**src/rtl/lane_mask_pkg.sv**
```systemverilog
package lane_mask_pkg;
  typedef enum logic [1:0] {
    MC_HOLD  = 2'b00,
    MC_IF    = 2'b01,
    MC_ELSE  = 2'b10,
    MC_ENDIF = 2'b11
  } mask_cmd_e;
endpackage

```
**src/rtl/mask_stack.sv**
```systemverilog
module mask_stack #(
  parameter int W     = 4,
  parameter int DEPTH = 8
) (
  input  logic                          clk,
  input  logic                          rst_n,
  input  logic                          push_i,
  input  logic                          pop_i,
  input  logic [W-1:0]                  din_i,
  output logic [W-1:0]                  top_o,
  output logic                          full_o,
  output logic                          empty_o,
  output logic [$clog2(DEPTH+1)-1:0]    level_o
);
  localparam int CW = $clog2(DEPTH + 1);
  localparam int AW = (DEPTH > 1) ? $clog2(DEPTH) : 1;

  logic [W-1:0]  slots [DEPTH];
  logic [CW-1:0] level_q;
  logic [CW-1:0] below;

  assign below   = level_q - CW'(1);
  assign full_o  = (level_q == CW'(DEPTH));
  assign empty_o = (level_q == '0);
  assign level_o = level_q;
  assign top_o   = empty_o ? '1 : slots[AW'(below)];

  always_ff @(posedge clk) begin
    if (push_i && !full_o) slots[AW'(level_q)] <= din_i;
  end

  always_ff @(posedge clk) begin
    if (!rst_n)                    level_q <= '0;
    else if (push_i && !full_o)    level_q <= level_q + CW'(1);
    else if (pop_i && !empty_o)    level_q <= below;
  end
endmodule

```
**src/rtl/mask_next.sv**
```systemverilog
module mask_next
  import lane_mask_pkg::*;
#(
  parameter int W = 4
) (
  input  mask_cmd_e    cmd_i,
  input  logic [W-1:0] cur_i,
  input  logic [W-1:0] cond_i,
  input  logic [W-1:0] parent_i,
  input  logic         full_i,
  input  logic         empty_i,
  output logic [W-1:0] nxt_o,
  output logic         push_ok_o,
  output logic         flip_ok_o,
  output logic         pop_ok_o,
  output logic         fault_o
);
  function automatic logic [W-1:0] f_narrow(logic [W-1:0] cur, logic [W-1:0] cond);
    return cur & cond;
  endfunction

  function automatic logic [W-1:0] f_flip(logic [W-1:0] parent, logic [W-1:0] cur);
    return parent & ~cur;
  endfunction

  always_comb begin
    push_ok_o = (cmd_i == MC_IF)    && !full_i;
    flip_ok_o = (cmd_i == MC_ELSE)  && !empty_i;
    pop_ok_o  = (cmd_i == MC_ENDIF) && !empty_i;
    fault_o   = ((cmd_i == MC_IF) && full_i) ||
                (((cmd_i == MC_ELSE) || (cmd_i == MC_ENDIF)) && empty_i);
    nxt_o = cur_i;
    if (push_ok_o)      nxt_o = f_narrow(cur_i, cond_i);
    else if (flip_ok_o) nxt_o = f_flip(parent_i, cur_i);
    else if (pop_ok_o)  nxt_o = parent_i;
  end
endmodule

```
**src/rtl/lane_mask_unit.sv**
```systemverilog
module lane_mask_unit
  import lane_mask_pkg::*;
#(
  parameter int LANES = 4,
  parameter int DEPTH = 8
) (
  input  logic             clk,
  input  logic             rst_n,
  input  logic [1:0]       cmd_i,
  input  logic [LANES-1:0] cond_i,
  input  logic             res_valid_i,
  output logic [LANES-1:0] mask_o,
  output logic [LANES-1:0] commit_o,
  output logic             none_active_o,
  output logic             err_o
);
  localparam int CW = $clog2(DEPTH + 1);

  mask_cmd_e        cmd;
  logic [LANES-1:0] mask_q, mask_d, parent;
  logic             full, empty, push_ok, flip_ok, pop_ok, fault_evt;
  logic [CW-1:0]    level;
  logic             err_q;

  assign cmd = mask_cmd_e'(cmd_i);

  mask_stack #(.W(LANES), .DEPTH(DEPTH)) u_stack (
    .clk(clk), .rst_n(rst_n), .push_i(push_ok), .pop_i(pop_ok),
    .din_i(mask_q), .top_o(parent), .full_o(full), .empty_o(empty),
    .level_o(level)
  );

  mask_next #(.W(LANES)) u_next (
    .cmd_i(cmd), .cur_i(mask_q), .cond_i(cond_i), .parent_i(parent),
    .full_i(full), .empty_i(empty), .nxt_o(mask_d), .push_ok_o(push_ok),
    .flip_ok_o(flip_ok), .pop_ok_o(pop_ok), .fault_o(fault_evt)
  );

  always_ff @(posedge clk) begin
    if (!rst_n) begin
      mask_q <= '1;
      err_q  <= 1'b0;
    end else begin
      mask_q <= mask_d;
      err_q  <= err_q | fault_evt;
    end
  end

  for (genvar g = 0; g < LANES; g++) begin : g_lane
    assign commit_o[g] = mask_q[g] & res_valid_i;
  end

  assign mask_o        = mask_q;
  assign none_active_o = ~|mask_q;
  assign err_o         = err_q;
endmodule

```
**config.mk**
```make
export PLATFORM = sky130hd
export DESIGN_NAME = lane_mask_unit
export DESIGN_NICKNAME = d
export VERILOG_FILES = /design/src/rtl/lane_mask_pkg.sv /design/src/rtl/mask_stack.sv /design/src/rtl/mask_next.sv /design/src/rtl/lane_mask_unit.sv
export SDC_FILE = /design/constraint.sdc
export NUM_CORES = 1
export LEC_CHECK = 0
export BUFFER_PORTS_ARGS = -buffer_cell sky130_fd_sc_hd__buf_2
export CAP_MARGIN = 25
export CORE_MARGIN = 2
export CORE_UTILIZATION = 44
export DETAILED_ROUTE_END_ITERATION = 6
export PLACE_DENSITY = 0.66
export SYNTH_ARGS = -nofsm -noshare
export SYNTH_HDL_FRONTEND = slang
export SYNTH_SLANG_ARGS = --single-unit
```
**constraint.sdc**
```tcl
create_clock -name clk -period 4.5 [get_ports clk]
set_input_delay 0.9 -clock clk [delete_from_list [all_inputs] [get_ports clk]]
set_output_delay 0.9 -clock clk [all_outputs]
set_load 0.005 [all_outputs]
```
==> impl_metrics.csv, run 1 <==
group,metric,value,unit
detailed_routing,drtAntennaViolNets,0,
critical_path,path_cells,"inv_1 > ha_1 > and3b_1 > nor4_1",
critical_path,cp_max_fo,17,
power,switching_share,32.7,%
run_status,status,"finished clean",
power,powerDensity,504,nW/µm²
yosys,ys_warn_count,0,
detailed_routing,drt_pre_antenna_iters,4,
sta,clock_skew,0.00866,ns
critical_path,end_kind,"flop",
yosys,synth_edf_count,32,
yosys,ys.flop_type,"edfxtp_1",
min_path,hp-class,"flop to flop",
sta,rsz0062_at_grt,"no",
critical_path,path_class,"flop to flop",
cts,path_clk_slew,0.09,ns
die,core,4090,µm²
critical_path,r2r-end,"u_stack.slots[3][0]",
yosys,synth-seq-cells,41,
die,ioPinCount,19,
critical_path,path_buf_inv,1,
cts,cts_tree,"built",
sta,setup_viol,0,
placement,detailedPlacementHpwl,2.54,mm
detailed_routing,vias_per_cell,5.75,
min_path,hold_path_end,"err_o",
critical_path,cp.required,4.43,ns
sta,hold_violations,0,
global_route,track_usage,15.9,%
power,p_sw,346,µW
critical_path,r2r_start,"u_stack.level_o[0]",
die,die_w,69.9,µm
yosys,syn_inst,146,
cts,holdBufCountCts,0,
cells_and_area,final_area,2100,µm²
die,die_y,69.9,µm
placement,routabilityCongestion,0.812,
cts,cts_buffers,5,
power,p_leak,0.743,nW
power,finalPower,1.06,mW
global_route,grt_pass1_wl,5.93,mm
global_route,overflow,0,
sta,worst_pin_slew,0.828,ns
cts,clockBufferDepth,2,
yosys,syn_area,1910,µm²
detailed_routing,remaining_drc_errors,0,
yosys,yosysSeqAreaShare,59.6,%
yosys,avgSynthCellArea,13.1,µm²
sta,period_share,57.2,%
min_path,hold_path_depth,1,
power,internal_power,712,µW
die,initial_core_util,46.8,%
cts,postCtsResizedCells,0,
cells_and_area,syn_to_final_growth,9.68,%
sta,final_max_slew_viol_count,0,
detailed_routing,drt_wl_total,3.64,mm
critical_path,arrival,2.51,ns
cells_and_area,drive_above_1_share,17.2,%
global_route,antenna_found_initial,0,
placement,io_buffers,18,
cts,cts_setup_buffers,0,
flow_run,cap_violations,0,
critical_path,startpoint,"u_stack.level_o[0]",
cells_and_area,diodes,0,
yosys,async_reset_ff_share,0,%
critical_path,worstSetupStartpointType,"flop",
global_route,grt_max_degree,18,
die,die_area,4890,µm²
power,clockPowerShare,23.2,%
min_path,worstHoldStart,"err_o",
detailed_routing,vias,1224,
die,rows,23,
global_route,grt_pass1_vias,1228,
cts,clock_tree.root_cell,"clkbuf_8",
critical_path,cpPeakStageDelay,0.80,ns
cts,cts_max_level,2,
power,ir_drop,0.239,mV
detailed_routing,drt_iter0_drc,92,
critical_path,crit_slowest_cell,"dfxtp_1",
yosys,syn_nets,157,
detailed_routing,wl_per_cell,17.1,µm
critical_path,cp_top_family,"simple AND/OR/NAND/NOR gates",
power,pwr-share-comb,25.0,%
placement,placed_cell_area,2010,µm²
critical_path,reg2reg_slack,1.93,ns
critical_path,reg2reg_depth,4,
power,seq_power_share,51.8,%
cts,clkLatencyLatePin,0.30,ns
yosys,yosysUniqueCellTypes,35,
cts,cts.sink_count,41,
sta,tns,0,ns
sta,min_period,2.57,ns
sta,relSlewSlack,44.3,%
cells_and_area,final_nets,173,
sta,fmax,388,MHz
## per-stage QoR
| step | util, % | hold WS, ns | std cells | worst slack, ns |
|---|---|---|---|---|
| floorplan | - | 0.464 | 146 | 2.41 |
| global placement | 49.1 | 0.452 | 205 | 2.11 |
| detailed placement | 49.1 | 0.460 | 205 | 1.90 |
| CTS | 51.3 | 0.481 | 213 | 1.92 |
| global route | 51.3 | 0.506 | 213 | 1.71 |
| finish | 51.3 | 0.471 | 213 | 1.93 |
## power by group through the flow
stage	Clock, mW	Sequential (mW)	Combinational, mW
floorplan	0	0.509	0.236
global placement	0	0.554	0.259
detailed placement	0	0.558	0.262
CTS	0.251	0.551	0.265
global route	0.264	0.558	0.294
finish	0.245	0.548	0.264
## metal layers
metal  GRT usage [%]  vias to the layer above  part of all wire, %
met4            5.13                        0                  1.2
met3            4.47                        6                  5.1
li1                -                      582                    -
met1            20.2                      599                   47
met2            26.2                       37                   47
met5               0                        -                    0
## worst reg2reg max path, delay by kind of cell, from the launching register on
| kind | cells | cell delay (ns) |
|---|---|---|
| adders and majority gates | 1 | 0.32 |
| DFF | 1 | 0.80 |
| and+or+nand+nor | 2 | 0.95 |
| buffers and inverters | 1 | 0.15 |
## Yosys cell counts (5+ instances only)
| cell type | number | share of area (%) |
|---|---|---|
| o21ai_1 | 5 | 1.3 |
| mux4_1 | 6 | 8.2 |
| nor2_1 | 5 | 0.98 |
| dfxtp_1 | 9 | 9.4 |
| nand2_1 | 6 | 1.2 |
| inv_1 | 8 | 1.6 |
| o21ai_0 | 12 | 3.1 |
| and2_1 | 5 | 1.6 |
| a21oi_1 | 7 | 1.8 |
| edfxtp_1 | 32 | 50 |
## cells in the final DEF, fill, tap and decap left out, types with 3 or more instances in the layout
cell / n
a21o_1: 4
a21oi_1: 7
and2_1: 5
and3_1: 3
buf_2: 18
clkbuf_8: 5
dfxtp_1: 9
edfxtp_1: 32
inv_1: 8
mux4_1: 6
nand2_1: 6
nand2b_1: 3
nor2_1: 5
nor2b_1: 4
nor3_1: 4
o211ai_1: 4
o21ai_0: 12
o21ai_1: 5
## state kept, by name, summed over array words and instances, names as in the netlist
signal / flops
u_stack.level_o: 4
u_stack.slots: 32
mask_o: 4
err_o: 1
## cells by family (layout without fill, tap and decap cells)
family,count (synthesis),after routing,share of synthesized area [%]
flops,41,41,59.6
compound gates,37,37,11.4
simple gates,37,37,10.5
buf+inv,17,34,4.58
mux,10,10,11.6
fa+ha+maj,2,2,1.31
xor+xnor,2,2,0.916
## how the worst max path moves through the flow
stage | slack [ns] | to | cells after the start
floorplan | 2.41 | u_stack.slots[4][0] | 4
global placement | 2.11 | u_stack.slots[3][0] | 4
detailed placement | 1.90 | u_stack.slots[3][2] | 4
CTS | 1.92 | u_stack.slots[3][0] | 4
global route | 1.71 | u_stack.slots[3][0] | 4
finish | 1.93 | u_stack.slots[3][0] | 4
## cell type report
class                   count  area, µm²
repair buffers             18       90.1
fillers                   365       1990
flip-flops and latches     41       1140
well taps                  50       62.6
clock buffers               5       68.8
clock inverters             3       21.3
multi-input cells          88        684
inverters                   8       30.0
Note: power is estimated with default switching activity, not from simulation.
==> run 2: changes to the inputs <==
clock period = 2.7 ns   (was 4.5 ns; I/O delays follow)
==> run 2 against run 1 <==
Final area is 0.89% higher. Critical path depth is 1 higher. Via count is 2.7% lower. Die area is the same. Combinational power is 86% higher. Sequential power is 60% higher. Cell count increased by 0.94%. Clock power rose by 69%. Non-clock buffer count increased by 2. Routed wire length increased by 1.9%.
==> impl_metrics.csv, run 2 (same netlist as run 1, synthesis figures left out) <==
group,metric,value,unit
run_status,status,"finished clean",
detailed_routing,vias_per_cell,5.54,
critical_path,r2r_start,"u_stack.level_o[1]",
critical_path,cp_max_fo,10,
flow_run,cap_violations,0,
cts,cts_setup_buffers,0,
die,die_w,69.9,µm
global_route,grt_pass1_wl,6.09,mm
sta,tns,0,ns
cts,cts_max_level,2,
critical_path,path_class,"flop to flop",
die,die_area,4890,µm²
cells_and_area,max_flop_register,"u_stack.slots",
global_route,grt_max_degree,17,
die,ioPinCount,19,
critical_path,path_buf_inv,1,
detailed_routing,drt_wl_total,3.72,mm
placement,placed_cells,207,
critical_path,cp.required,2.66,ns
cells_and_area,diodes,0,
cells_and_area,nFillCells,357,
detailed_routing,drt_iter0_drc,60,
die,core,4090,µm²
cts,cts_tree,"built",
cells_and_area,final_common_cell,"edfxtp_1",
power,ir_drop,0.416,mV
cells_and_area,multi_input_area,684,µm²
sta,rsz0062_at_grt,"no",
min_path,hold_path_depth,1,
cells_and_area,largest_reg_flops,32,
die,initial_core_util,46.8,%
global_route,overflow,0,
critical_path,reg2reg_depth,5,
cells_and_area,final_nets,175,
detailed_routing,remaining_drc_errors,0,
sta,relSlewSlack,57.6,%
sta,min_period,2.10,ns
cts,cts_buffers,5,
min_path,hold_path_end,"err_o",
cts,cts.sink_count,41,
sta,hold_violations,0,
die,die_y,69.9,µm
critical_path,arrival,2.06,ns
critical_path,crit_slowest_cell,"dfxtp_1",
detailed_routing,drt_pre_antenna_iters,6,
sta,fmax,476,MHz
critical_path,cpPeakStageDelay,0.46,ns
sta,clock_skew,0.0130,ns
critical_path,r2r-end,"u_stack.slots[1][1]",
cells_and_area,final_cell_mix,"32 x edfxtp_1, 18 x buf_2, 12 x o21ai_0",
sta,worst_pin_slew,0.632,ns
die,rows,23,
global_route,antenna_found_initial,0,
cts,holdBufCountCts,0,
cts,path_clk_slew,0.08,ns
cts,clock_tree.root_cell,"clkbuf_8",
cells_and_area,syn_to_final_growth,10.7,%
critical_path,reg2reg_slack,0.60,ns
power,powerDensity,842,nW/µm²
sta,setup_viol,0,
cts,postCtsResizedCells,0,
global_route,track_usage,16.2,%
global_route,grt_pass1_vias,1179,
detailed_routing,drtAntennaViolNets,0,
cells_and_area,seq_area,1140,µm²
cts,clkLatencyLatePin,0.30,ns
critical_path,cp_top_family,"simple AND/OR/NAND/NOR gates",
detailed_routing,vias,1191,
critical_path,path_cells,"inv_1 > ha_1 > and3b_1 > nor3_1 > nor2b_1",
placement,routabilityCongestion,0.817,
sta,final_max_slew_viol_count,0,
min_path,hp-class,"flop to flop",
min_path,worstHoldStart,"err_o",
critical_path,worstSetupStartpointType,"flop",
placement,detailedPlacementHpwl,2.65,mm
cells_and_area,final_cells,215,
sta,period_share,77.8,%
cts,clockBufferDepth,2,
detailed_routing,wl_per_cell,17.3,µm
placement,io_buffers,18,
cells_and_area,drive_above_1_share,18.2,%
power,p_leak,0.754,nW
critical_path,end_kind,"flop",
run 2: cell types whose count changed in the layout (fill, tap and decap cells not counted):
cell	delta
buf_4	+2
clkinv_2	-1
clkinv_4	+1
run 2: where the power goes:
| part | leakage, nW | switching, mW | internal [mW] |
|---|---|---|---|
| Clock | 0.0447 | 0.227 | 0.187 |
| Combinational | 0.351 | 0.261 | 0.228 |
| Sequential | 0.358 | 0.0977 | 0.781 |
| Total | 0.754 | 0.586 | 1.20 |
run 2: layer usage:
layer | GRT usage [%] | routed length, µm | vias up
met3 | 3.75 | 197 | 4
li1 | - | - | 585
met2 | 25.0 | 1750 | 32
met5 | 0 | 0 | -
met1 | 22.5 | 1740 | 570
met4 | 5.98 | 33 | 0
run 2: stage by stage:
step / worst slack (ns) / utilization, % / area, µm² / power, mW / hold slack [ns]
floorplan: 0.671 / - / 1910 / 1.24 / 0.464
global placement: 0.709 / 49.5 / 2020 / 1.37 / 0.450
detailed placement: 0.601 / 49.5 / 2020 / 1.39 / 0.453
CTS: 0.600 / 51.8 / 2120 / 1.80 / 0.473
global route: 0.336 / 51.8 / 2120 / 1.89 / 0.491
finish: 0.600 / 51.8 / 2120 / 1.78 / 0.471
run 2: worst max path at each step:
stage	startpoint	to	slack, ns	cells after the start
2_1_floorplan	u_stack.level_o[0]	u_stack.slots[3][0]	0.67	7
3_3_place_gp	u_stack.level_o[1]	u_stack.slots[1][2]	0.71	5
3_5_place_dp	u_stack.level_o[1]	u_stack.slots[1][3]	0.60	5
4_1_cts	u_stack.level_o[1]	u_stack.slots[1][1]	0.60	5
5_1_grt	u_stack.level_o[1]	u_stack.slots[1][1]	0.34	5
6_report	u_stack.level_o[1]	u_stack.slots[1][1]	0.60	5
run 2: layout make-up:
| class | instances | area share (%) |
|---|---|---|
| Sequential cell | 41 | 53.9 |
| Multi-Input combinational cell | 88 | 32.3 |
| Timing Repair Buffer | 20 | 4.96 |
| Clock buffer | 5 | 3.25 |
| Tap cell | 50 | 2.96 |
| Inverter | 8 | 1.42 |
| Clock inverter | 3 | 1.18 |
==> run 3: changes to the inputs <==
PLACE_DENSITY = 0.69   (was 0.66)
clock period = 1.82 ns   (was 2.7 ns; I/O delays follow)
==> run 3 against run 2 <==
Sequential cell count unchanged. Die area unchanged. Final area up 3.7%. Core utilization up 1.9 points. Power up 51%. Clock skew down 0.011 ns.
==> impl_metrics.csv, run 3 (same netlist as run 1, synthesis figures left out) <==
group,metric,value,unit
run_status,status,"finished clean",
sta,period_share,92.1,%
cells_and_area,final_nets,182,
global_route,track_usage,16.3,%
die,core,4090,µm²
detailed_routing,remaining_drc_errors,0,
detailed_routing,drt_pre_antenna_iters,4,
power,powerDensity,1230,nW/µm²
cells_and_area,final_cell_mix,"32 x edfxtp_1, 18 x buf_2, 12 x o21ai_0",
detailed_routing,wl_per_cell,17.0,µm
critical_path,path_cells,"buf_4 > mux4_1 > o21ai_0 > a21o_1 > o211ai_1",
sta,relSlewSlack,71.0,%
power,finalPower,2.70,mW
flow_run,cap_violations,0,
sta,setup_viol,0,
sta,fmax,597,MHz
global_route,antenna_found_initial,0,
power,p_leak,0.788,nW
die,initial_core_util,46.8,%
cts,holdBufCountCts,0,
power,switching_share,31.9,%
power,seq_power_share,47.5,%
cells_and_area,fin_util,53.7,%
detailed_routing,vias_per_cell,5.73,
critical_path,worstSetupStartpointType,"flop",
cells_and_area,max_flop_register,"u_stack.slots",
sta,tns,0,ns
critical_path,cp.required,1.99,ns
critical_path,path_class,"flop to flop",
placement,detailedPlacementHpwl,2.67,mm
cells_and_area,drive_above_1_share,23.8,%
critical_path,arrival,1.84,ns
power,clockPowerShare,21.6,%
cells_and_area,diodes,0,
cts,clock_tree.root_cell,"clkbuf_8",
sta,worst_pin_slew,0.434,ns
detailed_routing,drt_iter0_drc,123,
detailed_routing,drt_wl_total,3.78,mm
cts,cts_buffers,5,
cts,cts_tree,"built",
die,die_area,4890,µm²
critical_path,cp_max_fo,11,
sta,rsz0062_at_grt,"no",
global_route,grt_pass1_vias,1260,
sta,final_max_slew_viol_count,0,
min_path,hp-class,"primary input to flop",
die,die_w,69.9,µm
sta,min_period,1.68,ns
power,p_sw,861,µW
detailed_routing,vias,1271,
global_route,grt_max_degree,14,
cts,cts.sink_count,41,
cts,clkLatencyLatePin,0.29,ns
power,internal_power,1.84,mW
cells_and_area,final_common_cell,"edfxtp_1",
die,die_y,69.9,µm
sta,clock_skew,0.00191,ns
cts,path_clk_slew,0.08,ns
global_route,overflow,0,
critical_path,cpPeakStageDelay,0.58,ns
global_route,grt_pass1_wl,6.07,mm
critical_path,crit_slowest_cell,"mux4_1",
die,rows,23,
critical_path,end_kind,"flop",
sta,hold_violations,0,
placement,io_buffers,18,
cells_and_area,syn_to_final_growth,14.8,%
detailed_routing,drtAntennaViolNets,0,
cts,clockBufferDepth,2,
critical_path,cp_top_family,"multiplexers",
cts,cts_max_level,2,
critical_path,path_buf_inv,1,
placement,routabilityCongestion,0.938,
die,ioPinCount,19,
power,ir_drop,0.658,mV
power,pwr-share-comb,31.0,%
cells_and_area,largest_reg_flops,32,
run 3: final timing paths:
path	startpoint	to	slack, ns	cells after the start
worst max-delay path	u_stack.level_o[0]	mask_o[3]	0.14	5
worst min-delay path	rst_n	mask_o[0]	0.35	2
worst max register to register	u_stack.level_o[0]	mask_o[3]	0.14	5
worst min register to register	err_o	err_o	0.47	1
run 3: cell type report:
class / instances / area [µm²]
fillers: 348 / 1890
multi-input cells: 88 / 717
flip-flops and latches: 41 / 1140
clock inverters: 2 / 15.0
repair buffers: 27 / 158
inverters: 8 / 30.0
well taps: 50 / 62.6
clock buffers: 6 / 72.6
run 3: what timing repair did:
item                                   in CTS  in global routing
setup endpoints to repair                   0                  6
buffers inserted                            0                  0
resized for setup                           0                  2
endpoints found under the hold margin       0                  0
run 3: power by group through the flow:
| stage | Combinational, mW | Sequential, mW | Clock [mW] |
|---|---|---|---|
| global placement | 0.788 | 1.29 | 0 |
| detailed placement | 0.800 | 1.30 | 0 |
| finish | 0.835 | 1.28 | 0.582 |
| floorplan | 0.602 | 1.26 | 0 |
| global route | 0.914 | 1.30 | 0.643 |
| CTS | 0.806 | 1.28 | 0.600 |
run 3: worst reg2reg max path: cells and delay by family (launching register included):
kind	cells	cell delay (ns)
mux	1	0.58
flops	1	0.38
compound gates	3	0.37
buf+inv	1	0.23
run 3: layer usage:
| layer | track usage, % | share of wire (%) | up-vias |
|---|---|---|---|
| met2 | 25.3 | 49 | 51 |
| met3 | 5.19 | 7.0 | 4 |
| li1 | - | - | 603 |
| met4 | 5.98 | 0.87 | 0 |
| met1 | 21.5 | 43 | 613 |
| met5 | 0 | 0 | - |
run 3: per-stage QoR:
stage / setup WS (ns) / std cells / area, µm² / hold slack, ns
after floorplan: -0.0140 / 146 / 1940 / 0.464
after global placement: 0.0843 / 214 / 2100 / 0.446
after detailed placement: 0.0917 / 214 / 2100 / 0.451
after CTS: 0.0782 / 222 / 2180 / 0.345
after global routing: 0.0341 / 222 / 2200 / 0.344
final: 0.144 / 222 / 2200 / 0.354
